## config.mk

```make
export PLATFORM = sky130hd
export DESIGN_NAME = hostCmdPort
export DESIGN_NICKNAME = d
export VERILOG_FILES = /design/src/rtl/hostCmdPkg.sv /design/src/rtl/hostCmdCtrl.sv /design/src/rtl/hostCmdData.sv /design/src/rtl/hostCmdPort.sv
export SDC_FILE = /design/constraint.sdc
export NUM_CORES = 1
export LEC_CHECK = 0
export BUFFER_PORTS_ARGS = -buffer_cell sky130_fd_sc_hd__buf_2
export CORE_MARGIN = 4
export CORE_UTILIZATION = 30
export DETAILED_ROUTE_END_ITERATION = 8
export PLACE_DENSITY_LB_ADDON = 0.05
export SYNTH_ARGS = -nofsm -noshare
export SYNTH_HDL_FRONTEND = slang
export SYNTH_HIERARCHICAL = 1
export SYNTH_SLANG_ARGS = --single-unit
```

## constraint.sdc

```tcl
create_clock -name clk -period 5.4 [get_ports clk]
set_clock_uncertainty 0.05 [all_clocks]
set_input_delay 1.08 -clock clk [delete_from_list [all_inputs] [get_ports clk]]
set_output_delay 1.08 -clock clk [all_outputs]
set_load 0.005 [all_outputs]
```

## src/rtl/hostCmdPkg.sv

```systemverilog
package hostCmdPkg;
  localparam int ARG_BYTES = 4;
  localparam int ARG_IDX_W = $clog2(ARG_BYTES);

  localparam logic [7:0] OP_CURSOR_MOVE = 8'h10;
  localparam logic [7:0] OP_ELLIPSE     = 8'h11;
  localparam logic [7:0] OP_PRINT_STR   = 8'h20;
  localparam logic [7:0] OP_GET_CURSOR  = 8'h30;
  localparam logic [7:0] OP_GET_PIXEL   = 8'h31;

  typedef enum logic [1:0] {PS_IDLE, PS_ARGS, PS_STRING, PS_BUSY} portState_t;

  typedef struct packed {
    logic                 known;
    logic                 isString;
    logic [ARG_IDX_W:0]   nArgs;
  } opInfo_t;

  typedef struct packed {
    logic                 opLoad;
    logic                 argStore;
    logic [ARG_IDX_W-1:0] argIdx;
    logic                 argEcho;
    logic                 cmdFire;
    logic                 resPop;
  } ctrlStrobe_t;

  function automatic opInfo_t decodeOp(input logic [7:0] op);
    opInfo_t info;
    info = '0;
    case (op)
      OP_CURSOR_MOVE, OP_ELLIPSE, OP_GET_PIXEL: begin
        info.known = 1'b1;
        info.nArgs = (ARG_IDX_W+1)'(ARG_BYTES);
      end
      OP_GET_CURSOR: info.known = 1'b1;
      OP_PRINT_STR: begin
        info.known    = 1'b1;
        info.isString = 1'b1;
      end
      default: info = '0;
    endcase
    return info;
  endfunction
endpackage

```

## src/rtl/hostCmdCtrl.sv

```systemverilog
module hostCmdCtrl
  import hostCmdPkg::*;
(
  input  logic        clk,
  input  logic        rstN,
  input  logic        chipSel,
  input  logic        addrSel,
  input  logic        wrEn,
  input  logic [7:0]  hostWdata,
  input  logic        doneIn,
  input  logic        resEmpty,
  output ctrlStrobe_t strobe,
  output logic        busy,
  output logic        errFlag
);
  logic cmdWr, dataWr, statRd, dataRd;
  assign cmdWr  = chipSel &  wrEn & ~addrSel;
  assign dataWr = chipSel &  wrEn &  addrSel;
  assign statRd = chipSel & ~wrEn & ~addrSel;
  assign dataRd = chipSel & ~wrEn &  addrSel;

  portState_t           stateQ, stateD;
  logic [ARG_IDX_W:0]   needQ, needD;
  logic [ARG_IDX_W-1:0] idxQ, idxD;
  logic                 errQ, errD;
  opInfo_t              info;

  assign info = decodeOp(hostWdata);

  always_comb begin
    stateD = stateQ;
    needD  = needQ;
    idxD   = idxQ;
    errD   = errQ;
    strobe = '0;
    strobe.argIdx = idxQ;

    if (statRd) errD = 1'b0;

    if (dataRd) begin
      if (resEmpty) errD = 1'b1;
      else          strobe.resPop = 1'b1;
    end

    if (cmdWr) begin
      if (stateQ == PS_BUSY) begin
        errD = 1'b1;
      end else if (!info.known) begin
        errD   = 1'b1;
        stateD = PS_IDLE;
      end else begin
        strobe.opLoad = 1'b1;
        idxD  = '0;
        needD = info.nArgs;
        if (info.isString) begin
          stateD = PS_STRING;
        end else if (info.nArgs == '0) begin
          strobe.cmdFire = 1'b1;
          stateD = PS_BUSY;
        end else begin
          stateD = PS_ARGS;
        end
      end
    end

    if (dataWr) begin
      case (stateQ)
        PS_ARGS: begin
          strobe.argStore = 1'b1;
          strobe.argEcho  = 1'b1;
          idxD = idxQ + 1'b1;
          if ({1'b0, idxQ} == needQ - 1'b1) begin
            strobe.cmdFire = 1'b1;
            stateD = PS_BUSY;
          end
        end
        PS_STRING: begin
          if (hostWdata == 8'h00) begin
            strobe.cmdFire = 1'b1;
            stateD = PS_BUSY;
          end else begin
            strobe.argEcho = 1'b1;
          end
        end
        default: errD = 1'b1;
      endcase
    end

    if (doneIn && stateQ == PS_BUSY) stateD = PS_IDLE;
  end

  always_ff @(posedge clk or negedge rstN) begin
    if (!rstN) begin
      stateQ <= PS_IDLE;
      needQ  <= '0;
      idxQ   <= '0;
      errQ   <= 1'b0;
    end else begin
      stateQ <= stateD;
      needQ  <= needD;
      idxQ   <= idxD;
      errQ   <= errD;
    end
  end

  assign busy    = (stateQ == PS_BUSY);
  assign errFlag = errQ;


  done_release_chk: assert property (@(posedge clk) disable iff (!rstN)
    (doneIn && busy) |=> !busy);


  empty_read_err_chk: assert property (@(posedge clk) disable iff (!rstN)
    (dataRd && resEmpty) |=> errFlag);


  status_clear_chk: assert property (@(posedge clk) disable iff (!rstN)
    statRd |=> !errFlag);


  busy_cmd_ignored_chk: assert property (@(posedge clk) disable iff (!rstN)
    (cmdWr && busy && !doneIn) |=> (busy && errFlag));


  unknown_op_chk: assert property (@(posedge clk) disable iff (!rstN)
    (cmdWr && !busy && !info.known) |=> (errFlag && !busy));
endmodule

```

## src/rtl/hostCmdData.sv

```systemverilog
module hostCmdData
  import hostCmdPkg::*;
#(
  parameter int RES_DEPTH = 4
) (
  input  logic                   clk,
  input  logic                   rstN,
  input  ctrlStrobe_t            strobe,
  input  logic [7:0]             hostWdata,
  input  logic                   addrSel,
  input  logic                   busy,
  input  logic                   errFlag,
  input  logic                   resValid,
  input  logic [7:0]             resData,
  output logic [7:0]             hostRdata,
  output logic                   resEmpty,
  output logic                   cmdValid,
  output logic [7:0]             cmdOpcode,
  output logic [8*ARG_BYTES-1:0] cmdArgs,
  output logic                   argValid,
  output logic [7:0]             argByte
);
  localparam int PTR_W = (RES_DEPTH > 1) ? $clog2(RES_DEPTH) : 1;
  localparam int CNT_W = $clog2(RES_DEPTH + 1);
  localparam logic [CNT_W-1:0] CNT_FULL = CNT_W'(RES_DEPTH);
  localparam logic [PTR_W-1:0] PTR_LAST = PTR_W'(RES_DEPTH - 1);

  logic [7:0]       resMem [RES_DEPTH];
  logic [PTR_W-1:0] rdPtr, wrPtr;
  logic [CNT_W-1:0] resCnt;
  logic             pushOk;

  assign pushOk   = resValid && (resCnt < CNT_FULL);
  assign resEmpty = (resCnt == '0);

  function automatic logic [PTR_W-1:0] stepPtr(input logic [PTR_W-1:0] p);
    return (p == PTR_LAST) ? '0 : p + 1'b1;
  endfunction

  always_ff @(posedge clk or negedge rstN) begin
    if (!rstN) begin
      rdPtr  <= '0;
      wrPtr  <= '0;
      resCnt <= '0;
    end else begin
      if (pushOk)        wrPtr <= stepPtr(wrPtr);
      if (strobe.resPop) rdPtr <= stepPtr(rdPtr);
      case ({pushOk, strobe.resPop})
        2'b10:   resCnt <= resCnt + 1'b1;
        2'b01:   resCnt <= resCnt - 1'b1;
        default: resCnt <= resCnt;
      endcase
    end
  end

  always_ff @(posedge clk) begin
    if (pushOk) resMem[wrPtr] <= resData;
  end

  for (genvar g = 0; g < ARG_BYTES; g++) begin : gArg
    logic [7:0] argReg;
    always_ff @(posedge clk or negedge rstN) begin
      if (!rstN)
        argReg <= '0;
      else if (strobe.opLoad)
        argReg <= '0;
      else if (strobe.argStore && strobe.argIdx == ARG_IDX_W'(g))
        argReg <= hostWdata;
    end
    assign cmdArgs[8*g +: 8] = argReg;
  end

  always_ff @(posedge clk or negedge rstN) begin
    if (!rstN) begin
      cmdOpcode <= '0;
      cmdValid  <= 1'b0;
      argValid  <= 1'b0;
      argByte   <= '0;
    end else begin
      if (strobe.opLoad)  cmdOpcode <= hostWdata;
      cmdValid <= strobe.cmdFire;
      argValid <= strobe.argEcho;
      if (strobe.argEcho) argByte <= hostWdata;
    end
  end

  always_comb begin
    if (addrSel) hostRdata = resEmpty ? 8'h00 : resMem[rdPtr];
    else         hostRdata = {6'b0, errFlag, busy};
  end


  no_overflow_chk: assert property (@(posedge clk) disable iff (!rstN)
    resCnt <= CNT_FULL);


  fire_sets_busy_chk: assert property (@(posedge clk) disable iff (!rstN)
    cmdValid |-> busy);
endmodule

```

## src/rtl/hostCmdPort.sv

```systemverilog
module hostCmdPort
  import hostCmdPkg::*;
#(
  parameter int RES_DEPTH = 4
) (
  input  logic                   clk,
  input  logic                   rstN,
  input  logic                   chipSel,
  input  logic                   addrSel,
  input  logic                   wrEn,
  input  logic [7:0]             hostWdata,
  output logic [7:0]             hostRdata,
  output logic                   cmdValid,
  output logic [7:0]             cmdOpcode,
  output logic [8*ARG_BYTES-1:0] cmdArgs,
  output logic                   argValid,
  output logic [7:0]             argByte,
  input  logic                   doneIn,
  input  logic                   resValid,
  input  logic [7:0]             resData
);
  ctrlStrobe_t strobe;
  logic busy, errFlag, resEmpty;

  hostCmdCtrl i_ctrl (
    .clk(clk), .rstN(rstN), .chipSel(chipSel), .addrSel(addrSel), .wrEn(wrEn),
    .hostWdata(hostWdata), .doneIn(doneIn), .resEmpty(resEmpty),
    .strobe(strobe), .busy(busy), .errFlag(errFlag)
  );

  hostCmdData #(.RES_DEPTH(RES_DEPTH)) i_data (
    .clk(clk), .rstN(rstN), .strobe(strobe), .hostWdata(hostWdata),
    .addrSel(addrSel), .busy(busy), .errFlag(errFlag),
    .resValid(resValid), .resData(resData), .hostRdata(hostRdata),
    .resEmpty(resEmpty), .cmdValid(cmdValid), .cmdOpcode(cmdOpcode),
    .cmdArgs(cmdArgs), .argValid(argValid), .argByte(argByte)
  );
endmodule

```

==> results of run 1 <==
power breakdown:
group	switching [mW]	leakage [nW]	internal, mW
Sequential	0.0813	1.14	0.837
Combinational	0.160	1.22	0.175
Clock	0.260	0.151	0.368
logic make-up after synthesis:
family,after synthesis,share of synthesized area [%]
AO/OA/AOI/OAI,21,3.65
multiplexers,59,17.3
buffers and inverters,29,3.04
AND/OR/NAND/NOR,80,10.1
XOR/XNOR,3,0.639
flip-flops,95,61.7
adder cells (fa/ha/maj),11,3.53
per-layer routing:
metal  up-vias  GRT usage (%)
li1       1221              -
met1      1268           18.2
met2        52           19.3
met3        14           2.52
met4         0           6.12
met5         -              0
worst paths after layout:
| check | slack [ns] | to | cells past startpoint |
|---|---|---|---|
| max in group asynchronous | 3.59 | i_ctrl/needQ[2]$_DFFE_PN0P_ | 2 |
| worst max register to register | 2.96 | i_data/gArg[0].argReg[5]$_DFFE_PN0P_ | 7 |
| min in group asynchronous | 0.85 | i_ctrl/stateQ[1]$_DFF_PN0_ | 1 |
| worst max-delay path | 2.28 | hostRdata[3] | 3 |
| worst min register to register | 0.45 | i_data/cmdOpcode[0]$_DFFE_PN0P_ | 1 |
| worst min-delay path | 0.45 | i_data/cmdOpcode[0]$_DFFE_PN0P_ | 1 |
layout make-up:
| type | instances | area share (%) |
|---|---|---|
| clock buffers | 13 | 5.71 |
| well taps | 176 | 4.41 |
| repair buffers | 82 | 8.31 |
| flip-flops and latches | 95 | 50.8 |
| clock inverters | 2 | 0.225 |
| multi-input cells | 174 | 29.2 |
| inverters | 18 | 1.35 |
registers in the layout (all words and copies together) (netlist names), 3 cells and up:
name                flops
i_data/argByte          8
i_data/cmdOpcode        8
i_data/gArg.argReg     32
i_data/resCnt           3
i_data/resMem          32
cells in the final DEF, fill, tap and decap left out, types with 2 or more instances in the layout:
| cell type | count |
|---|---|
| a21oi_1 | 3 |
| and2_1 | 4 |
| buf_2 | 80 |
| buf_4 | 2 |
| clkbuf_16 | 10 |
| clkbuf_8 | 2 |
| dfrtp_1 | 63 |
| edfxtp_1 | 32 |
| ha_1 | 10 |
| inv_1 | 18 |
| mux2_2 | 18 |
| mux2i_1 | 33 |
| mux4_2 | 8 |
| nand2_1 | 9 |
| nand3_1 | 2 |
| nand3b_1 | 3 |
| nor2_1 | 38 |
| nor2b_1 | 8 |
| nor3_1 | 2 |
| nor4_1 | 2 |
| o21ai_0 | 4 |
| o21bai_1 | 2 |
| o22ai_1 | 3 |
| xor2_1 | 2 |
worst max-delay path: stages, from the launching register on:
cell and delay, ns:
dfrtp_1 0.76, mux4_2 0.58, nor2b_1 0.16, buf_2 0.15
==> impl_metrics.py, run 1 <==
metrics = {
    "logic_synthesis": {
        "synth_top_area_share_pct": 38.3,
        "synth_top_area_cell": "dfrtp_1",
        "yosys_warnings": 6,
        "synthArstFlopShare_pct": 66.3,
        "synthTopCellsByArea": "dfrtp_1, edfxtp_1, mux2i_1",
        "synth_ff_type": "dfrtp_1",
        "ys_ff_latch": 95,
        "synth_common_cells": "dfrtp_1, nor2_1, mux2i_1, edfxtp_1",
        "synth_cell_type_count": 46,
        "synth_cells": 298,
        "synth_most_common_cell": "dfrtp_1",
        "syn_area_um2": 4110,
        "synth_nets": 332,
        "yosysSeqAreaShare_pct": 61.7,
        "syn_area_per_cell_um2": 13.8,
        "synth_edf_count": 32,
    },
    "finish": {
        "area_growth_pct": 21.5,
        "n_antenna_cell": 0,
        "seq_area_um2": 2540,
        "nets": 414,
        "fill_cells": 1321,
        "final_cells": 560,
        "multi_input_comb_area_um2": 1460,
        "fin_util_pct": 37.4,
        "stdcell_area_um2": 5000,
        "layout-drive-gt1-share_pct": 34.6,
    },
    "global_route": {
        "track_usage_pct": 12.9,
        "grt_pass1_wl_um": 15400,
        "grt_pass1_vias": 2617,
        "grt_remaining_overflow": 0,
        "antenna_found_initial": 0,
        "grt_max_degree": 43,
    },
    "setup_path": {
        "startpoint": "i_data/rdPtr[0]$_DFFE_PN0P_",
        "required_ns": 4.27,
        "rr_startpoint": "i_ctrl/stateQ[1]$_DFF_PN0_",
        "path_class": "flop to primary output",
        "cp-start-kind": "flop",
        "crit_path_max_fanout": 11,
        "critPathArrivalTime_ns": 1.99,
        "end_kind": "primary output",
    },
    "timing": {
        "slew_headroom_pct": 34.9,
        "rsz0062_at_grt": "no",
        "max_freq_mhz": 320,
        "drv_slew": 0,
        "hold_viol": 0,
        "period_share_pct": 57.8,
        "setup_total_negative_slack_ns": 0,
        "whs_ns": 0.451,
        "worst_pin_slew_ns": 0.976,
        "setup_viol": 0,
        "worst_slack_ns": 2.28,
        "fin_crit_ns": 3.12,
    },
    "clock_network": {
        "cts_resized": 0,
        "numClockSinks": 95,
        "clk_pin_slew_worst_paths_ns": 0.06,
        "cts_made_buffers": 9,
        "insertion_delay_ns": 0.34,
        "cts_tree": "built",
        "cts_setup_buffers": 0,
        "clockBufferDepth": 2,
        "htreeDepth": 3,
        "cts-root-buf": "clkbuf_16",
        "hold_buffers": 0,
    },
    "routing": {
        "wire_per_inst_um": 17.1,
        "wl_met2_um": 4400,
        "drtAntennaViolNets": 0,
        "vias": 2555,
        "route.detailed.drc": 0,
        "dr.max_layer_used": "met4",
        "m1WireLength_um": 4650,
        "vias_per_cell": 4.56,
        "drt_pass1_iterations": 4,
        "route.met3.wl_um": 339,
        "drt_iter0_markers": 161,
        "wl_um": 9590,
    },
    "outcome": {
        "outcome": "finished clean",
    },
    "placed_design": {
        "numPortBuffers": 80,
        "gp_congestion": 0.751,
        "dpl_cell_area_um2": 4700,
        "hpwl_um": 6580,
        "dp.cells": 545,
        "pre_cts_ws_ns": 2.34,
    },
    "die": {
        "io_pins": 81,
        "start_util_pct": 30.8,
        "die_area_um2": 15600,
        "die_w_um": 125,
        "num_rows": 42,
        "core_um2": 13300,
        "die_y_um": 125,
    },
    "hold_path": {
        "hold_start": "i_data/cmdOpcode[0]$_DFFE_PN0P_",
        "hp-class": "flop to flop",
    },
    "power": {
        "power.density_nw_per_um2": 376,
        "total_power_mw": 1.88,
        "irDropWorstVdd_mv": 0.130,
        "p_leak_nw": 2.51,
    },
    "run": {
        "max-cap-violations": 0,
    },
}
(Power assumes the default switching activity.)
==> run 2: changes to the inputs <==
==> constraint.sdc (replaced) <==
create_clock -name clk -period 3.2 [get_ports clk]
set_clock_uncertainty 0.05 [all_clocks]
set_input_delay 0.64 -clock clk [delete_from_list [all_inputs] [get_ports clk]]
set_output_delay 0.64 -clock clk [all_outputs]
set_load 0.005 [all_outputs]
==> run 2 against run 1 <==
Net effect:
- first-iteration DRC count decreased by 30%
- global-route usage down 0.18 points
- worst setup slack lost 1.7 ns
- critical path depth increased by 1
- combinational power is 70% higher
- wire length hardly changed
- utilization is 0.084 points higher
- non-clock buffer count increased by 3
- final area is 0.23% higher
- critical path type unchanged
==> impl_metrics.py, run 2 (same netlist as run 1, synthesis figures left out) <==
metrics = {
    "routing": {
        "wl_um": 9590,
        "wire_per_inst_um": 17.0,
        "wl_met2_um": 4430,
        "vias": 2582,
        "vias_per_cell": 4.58,
        "route.met3.wl_um": 394,
        "drtAntennaViolNets": 0,
        "dr.max_layer_used": "met4",
        "route.detailed.drc": 0,
        "m1WireLength_um": 4660,
        "drt_iter0_markers": 112,
        "drt_pass1_iterations": 4,
    },
    "power": {
        "irDropWorstVdd_mv": 0.343,
        "p_leak_nw": 2.51,
        "power.density_nw_per_um2": 622,
    },
    "clock_network": {
        "cts_setup_buffers": 0,
        "cts_tree": "built",
        "cts_made_buffers": 9,
        "htreeDepth": 3,
        "clk_pin_slew_worst_paths_ns": 0.06,
        "clockBufferDepth": 2,
        "cts_resized": 0,
        "numClockSinks": 95,
        "insertion_delay_ns": 0.34,
        "cts-root-buf": "clkbuf_16",
        "hold_buffers": 0,
    },
    "setup_path": {
        "r2r.worst_path.cells": 8,
        "rrSetupSlack_ns": 0.96,
        "slowest_delay_ns": 0.73,
        "critPathBufInv": 2,
        "critPathCapture": "hostRdata[1]",
        "cp_slowest_cell": "dfrtp_1",
        "rr_startpoint": "i_data/resCnt[2]$_DFFE_PN0P_",
        "startpoint": "i_data/rdPtr[0]$_DFFE_PN0P_",
        "critical_path.top_delay_family": "flip-flops",
        "crit_path_max_fanout": 11,
        "end_kind": "primary output",
        "cp.depth": 4,
        "critPathArrivalTime_ns": 1.95,
        "cp-start-kind": "flop",
        "path_class": "flop to primary output",
        "crit_path_cell_trace": "mux4_2 -> inv_1 -> o22ai_1 -> buf_2",
        "r2r_end": "i_data/resCnt[2]$_DFFE_PN0P_",
        "required_ns": 2.51,
    },
    "timing": {
        "setup_viol": 0,
        "slew_headroom_pct": 50.6,
        "period_share_pct": 82.4,
        "fin_crit_ns": 2.64,
        "worst_pin_slew_ns": 0.741,
        "rsz0062_at_grt": "no",
        "setup_total_negative_slack_ns": 0,
        "max_freq_mhz": 379,
        "drv_slew": 0,
        "hold_viol": 0,
    },
    "finish": {
        "mostFrequentLayoutCell": "buf_2",
        "nets": 417,
        "layout-drive-gt1-share_pct": 34.8,
        "stdcell_area_um2": 5010,
        "fin_util_pct": 37.5,
        "area_growth_pct": 21.8,
        "n_antenna_cell": 0,
        "final_cells": 564,
        "reg_top3": "i_data/gArg.argReg: 32 flops, i_data/resMem: 32 flops",
        "layout_common_cells": "buf_2, dfrtp_1, nor2_1",
    },
    "run": {
        "max-cap-violations": 0,
    },
    "outcome": {
        "outcome": "finished clean",
    },
    "die": {
        "die_area_um2": 15600,
        "num_rows": 42,
        "die_y_um": 125,
        "start_util_pct": 30.8,
        "core_um2": 13300,
        "die_w_um": 125,
        "io_pins": 81,
    },
    "placed_design": {
        "gp_congestion": 0.739,
        "hpwl_um": 6620,
        "dp.cells": 548,
        "numPortBuffers": 80,
        "dpl_cell_area_um2": 4730,
    },
    "global_route": {
        "grt_pass1_vias": 2651,
        "grt_remaining_overflow": 0,
        "antenna_found_initial": 0,
        "track_usage_pct": 12.8,
        "grt_pass1_wl_um": 15300,
        "grt_max_degree": 34,
    },
    "hold_path": {
        "hp-class": "input pin to async pin",
    },
}
## run 2: cell types whose count changed in the layout (fill, tap and decap cells not counted), sizes merged
cell	change
buf	+3
clkinv	+2
inv	-1
## run 2: layer usage
layer | track usage, % | vias up
met4 | 3.44 | 0
met1 | 17.5 | 1301
met5 | 0 | -
li1 | - | 1222
met2 | 19.4 | 52
met3 | 4.48 | 7
## run 2: layout make-up
cell class                 instances  area (um2)
sequential                        95        2540
inverter                          18        67.6
clock buffer                      13         254
timing repair buffer              85         450
clock inverter                     3        18.8
tap                              176         220
fill                            1332        8340
multi-input combinational        174        1460
## run 2: worst min-delay path by stage
stage / from / to / slack (ns) / depth (start not counted)
2_1_floorplan: rstN / i_ctrl/errFlag$_DFF_PN0_ / 0.29 / 0
3_3_place_gp: i_data/cmdOpcode[1]$_DFFE_PN0P_ / i_data/cmdOpcode[1]$_DFFE_PN0P_ / 0.44 / 1
3_5_place_dp: i_data/cmdOpcode[5]$_DFFE_PN0P_ / i_data/cmdOpcode[5]$_DFFE_PN0P_ / 0.44 / 1
4_1_cts: rstN / i_data/cmdOpcode[1]$_DFFE_PN0P_ / 0.33 / 1
5_1_grt: rstN / i_data/gArg[2].argReg[0]$_DFFE_PN0P_ / 0.37 / 1
6_report: rstN / i_data/cmdOpcode[1]$_DFFE_PN0P_ / 0.31 / 1
## run 2: per-stage QoR
stage                     power, mW  hold slack [ns]  setup WS (ns)
after floorplan                1.93            0.294          0.927
after global placement         2.16            0.435          0.670
after detailed placement       2.16            0.439          0.607
after CTS                      3.19            0.327          0.465
after global routing           3.32            0.369          0.360
final                          3.11            0.312          0.563
## run 2: power breakdown
| part | leakage [nW] | total, mW | switching, mW | internal (mW) |
|---|---|---|---|---|
| clock network | 0.137 | 0.997 | 0.440 | 0.556 |
| logic | 1.24 | 0.570 | 0.273 | 0.297 |
| registers | 1.14 | 1.55 | 0.134 | 1.41 |
| total | 2.51 | 3.11 | 0.847 | 2.27 |
==> run 3: changes to the inputs <==
==> constraint.sdc (replaced) <==
create_clock -name clk -period 2.5 [get_ports clk]
set_clock_uncertainty 0.05 [all_clocks]
set_input_delay 0.5 -clock clk [delete_from_list [all_inputs] [get_ports clk]]
set_output_delay 0.5 -clock clk [all_outputs]
set_load 0.005 [all_outputs]
==> run 3 against run 2 <==
Net effect:
- first-iteration DRC count down 14%
- hold slack worse by 0.18 ns
- critical path depth down 1
- critical path type unchanged
- critical endpoint is now hostRdata[2]
- largest cell class unchanged
==> impl_metrics.py, run 3 (same netlist as run 1, synthesis figures left out) <==
metrics = {
    "global_route": {
        "grt_remaining_overflow": 0,
        "grt_max_degree": 64,
        "track_usage_pct": 13.1,
        "grt_pass1_vias": 2764,
        "grt_pass1_wl_um": 15800,
        "antenna_found_initial": 0,
    },
    "timing": {
        "setup_total_negative_slack_ns": 0,
        "slew_headroom_pct": 66.0,
        "drv_slew": 0,
        "period_share_pct": 90.8,
        "setup_viol": 0,
        "worst_pin_slew_ns": 0.511,
        "fin_crit_ns": 2.27,
        "max_freq_mhz": 440,
        "rsz0062_at_grt": "no",
        "hold_viol": 0,
    },
    "clock_network": {
        "hold_buffers": 0,
        "clockBufferDepth": 2,
        "numClockSinks": 95,
        "insertion_delay_ns": 0.34,
        "clk_pin_slew_worst_paths_ns": 0.06,
        "cts_made_buffers": 9,
        "cts_setup_buffers": 0,
        "cts_tree": "built",
        "htreeDepth": 3,
        "cts-root-buf": "clkbuf_16",
    },
    "finish": {
        "fin_util_pct": 38.3,
        "mostFrequentLayoutCell": "buf_2",
        "area_growth_pct": 24.2,
        "layout_common_cells": "buf_2, dfrtp_1, nor2_1",
        "nets": 427,
        "reg_top3": "i_data/gArg.argReg: 32 flops, i_data/resMem: 32 flops",
        "layout-drive-gt1-share_pct": 37.2,
        "n_antenna_cell": 0,
        "fill_cells": 1303,
        "stdcell_area_um2": 5110,
    },
    "power": {
        "p_leak_nw": 2.57,
        "combPwrFrac_pct": 18.9,
        "irDropWorstVdd_mv": 0.333,
        "sequentialPowerShare_pct": 48.9,
        "power.density_nw_per_um2": 793,
        "p_sw_share_pct": 27.1,
        "switchingPower_mw": 1.10,
        "total_power_mw": 4.05,
        "intPower_mw": 2.95,
        "clock_power_share_pct": 32.3,
    },
    "die": {
        "die_y_um": 125,
        "die_w_um": 125,
        "start_util_pct": 30.8,
        "num_rows": 42,
        "die_area_um2": 15600,
        "core_um2": 13300,
        "io_pins": 81,
    },
    "routing": {
        "drt_pass1_iterations": 4,
        "wl_met2_um": 4470,
        "m1WireLength_um": 4860,
        "route.met3.wl_um": 335,
        "vias": 2623,
        "wl_um": 9850,
        "wire_per_inst_um": 17.2,
        "route.detailed.drc": 0,
        "drt_iter0_markers": 96,
        "drtAntennaViolNets": 0,
        "dr.max_layer_used": "met4",
        "vias_per_cell": 4.57,
    },
    "setup_path": {
        "end_kind": "primary output",
        "cp-start-kind": "flop",
        "required_ns": 1.95,
        "crit_path_cell_trace": "mux4_2 -> nor2b_1 -> buf_2",
        "critical_path.top_delay_family": "flip-flops",
        "path_class": "flop to primary output",
        "critPathArrivalTime_ns": 1.72,
        "slowest_delay_ns": 0.56,
        "critPathBufInv": 1,
        "cp_slowest_cell": "dfrtp_2",
        "crit_path_max_fanout": 9,
    },
    "outcome": {
        "outcome": "finished clean",
    },
    "placed_design": {
        "dpl_cell_area_um2": 4820,
        "gp_congestion": 0.727,
        "numPortBuffers": 80,
        "hpwl_um": 6800,
    },
    "hold_path": {
        "hp-class": "input pin to async pin",
    },
    "run": {
        "max-cap-violations": 0,
    },
}
==> run 3: cell types whose count changed in the layout (fill, tap and decap cells not counted), sizes merged <==
cell and change:
buf +10, inv +1, clkinv -1
==> run 3: worst reg2reg max path: stages (launching register included) <==
cell and delay, ns:
dfrtp_1 0.42, inv_1 0.07, ha_1 0.28, nand4_1 0.23, inv_1 0.20, nor3b_2 0.18
buf_4 0.23, mux2i_1 0.23, nor2_1 0.05
==> run 3: path summary, 6_finish.rpt <==
path / from / to / slack (ns) / depth (start not counted)
worst max-delay path: i_data/rdPtr[0]$_DFFE_PN0P_ / hostRdata[2] / 0.23 / 3
worst min-delay path: rstN / i_ctrl/stateQ[1]$_DFF_PN0_ / 0.13 / 2
worst max register to register: i_ctrl/stateQ[1]$_DFF_PN0_ / i_data/gArg[0].argReg[3]$_DFFE_PN0P_ / 0.46 / 8
worst min register to register: i_data/cmdOpcode[0]$_DFFE_PN0P_ / i_data/cmdOpcode[0]$_DFFE_PN0P_ / 0.45 / 1
max in group asynchronous: rstN / i_data/rdPtr[0]$_DFFE_PN0P_ / 1.99 / 2
min in group clk: resData[2] / i_data/resMem[3][2]$_DFFE_PP_ / 0.32 / 1
==> run 3: cell type report <==
| cell class | count | area (um2) | share of cell area (%) |
|---|---|---|---|
| Tap cell | 176 | 220 | 4.31 |
| Clock buffer | 13 | 264 | 5.17 |
| Multi-Input combinational cell | 174 | 1460 | 28.6 |
| Timing Repair Buffer | 95 | 538 | 10.5 |
| Inverter | 18 | 67.6 | 1.32 |
| Clock inverter | 3 | 16.3 | 0.319 |
| Sequential cell | 95 | 2540 | 49.7 |
==> run 3: per-stage QoR <==
stage	setup WS (ns)	std cells	hold WS, ns
6_report	0.230	574	0.129
5_1_grt	0.0787	574	0.151
4_1_cts	0.0751	574	0.130
3_5_place_dp	0.280	558	0.440
3_3_place_gp	0.295	558	0.437
2_1_floorplan	0.313	298	0.154
==> run 3: repair_timing <==
item                                    4_1_cts  5_1_grt
resized for setup                             1        1
endpoints found under the hold margin         0        0
endpoints found under the setup margin        8        2
gates cloned                                  0        0
==> run 3: routing by layer <==
metal	track usage, %	up-vias
met2	19.2	49
met5	0	-
met3	2.99	12
met1	18.8	1318
met4	5.55	0
li1	-	1244
==> run 3: power groups by stage <==
stage          combinational, mW  clock, mW  sequential [mW]
4_1_cts                    0.787       1.36             1.99
6_report                   0.764       1.31             1.98
2_1_floorplan              0.543          0             1.92
3_3_place_gp               0.766          0             2.01
5_1_grt                    0.868       1.43             2.01
3_5_place_dp               0.776          0             2.02
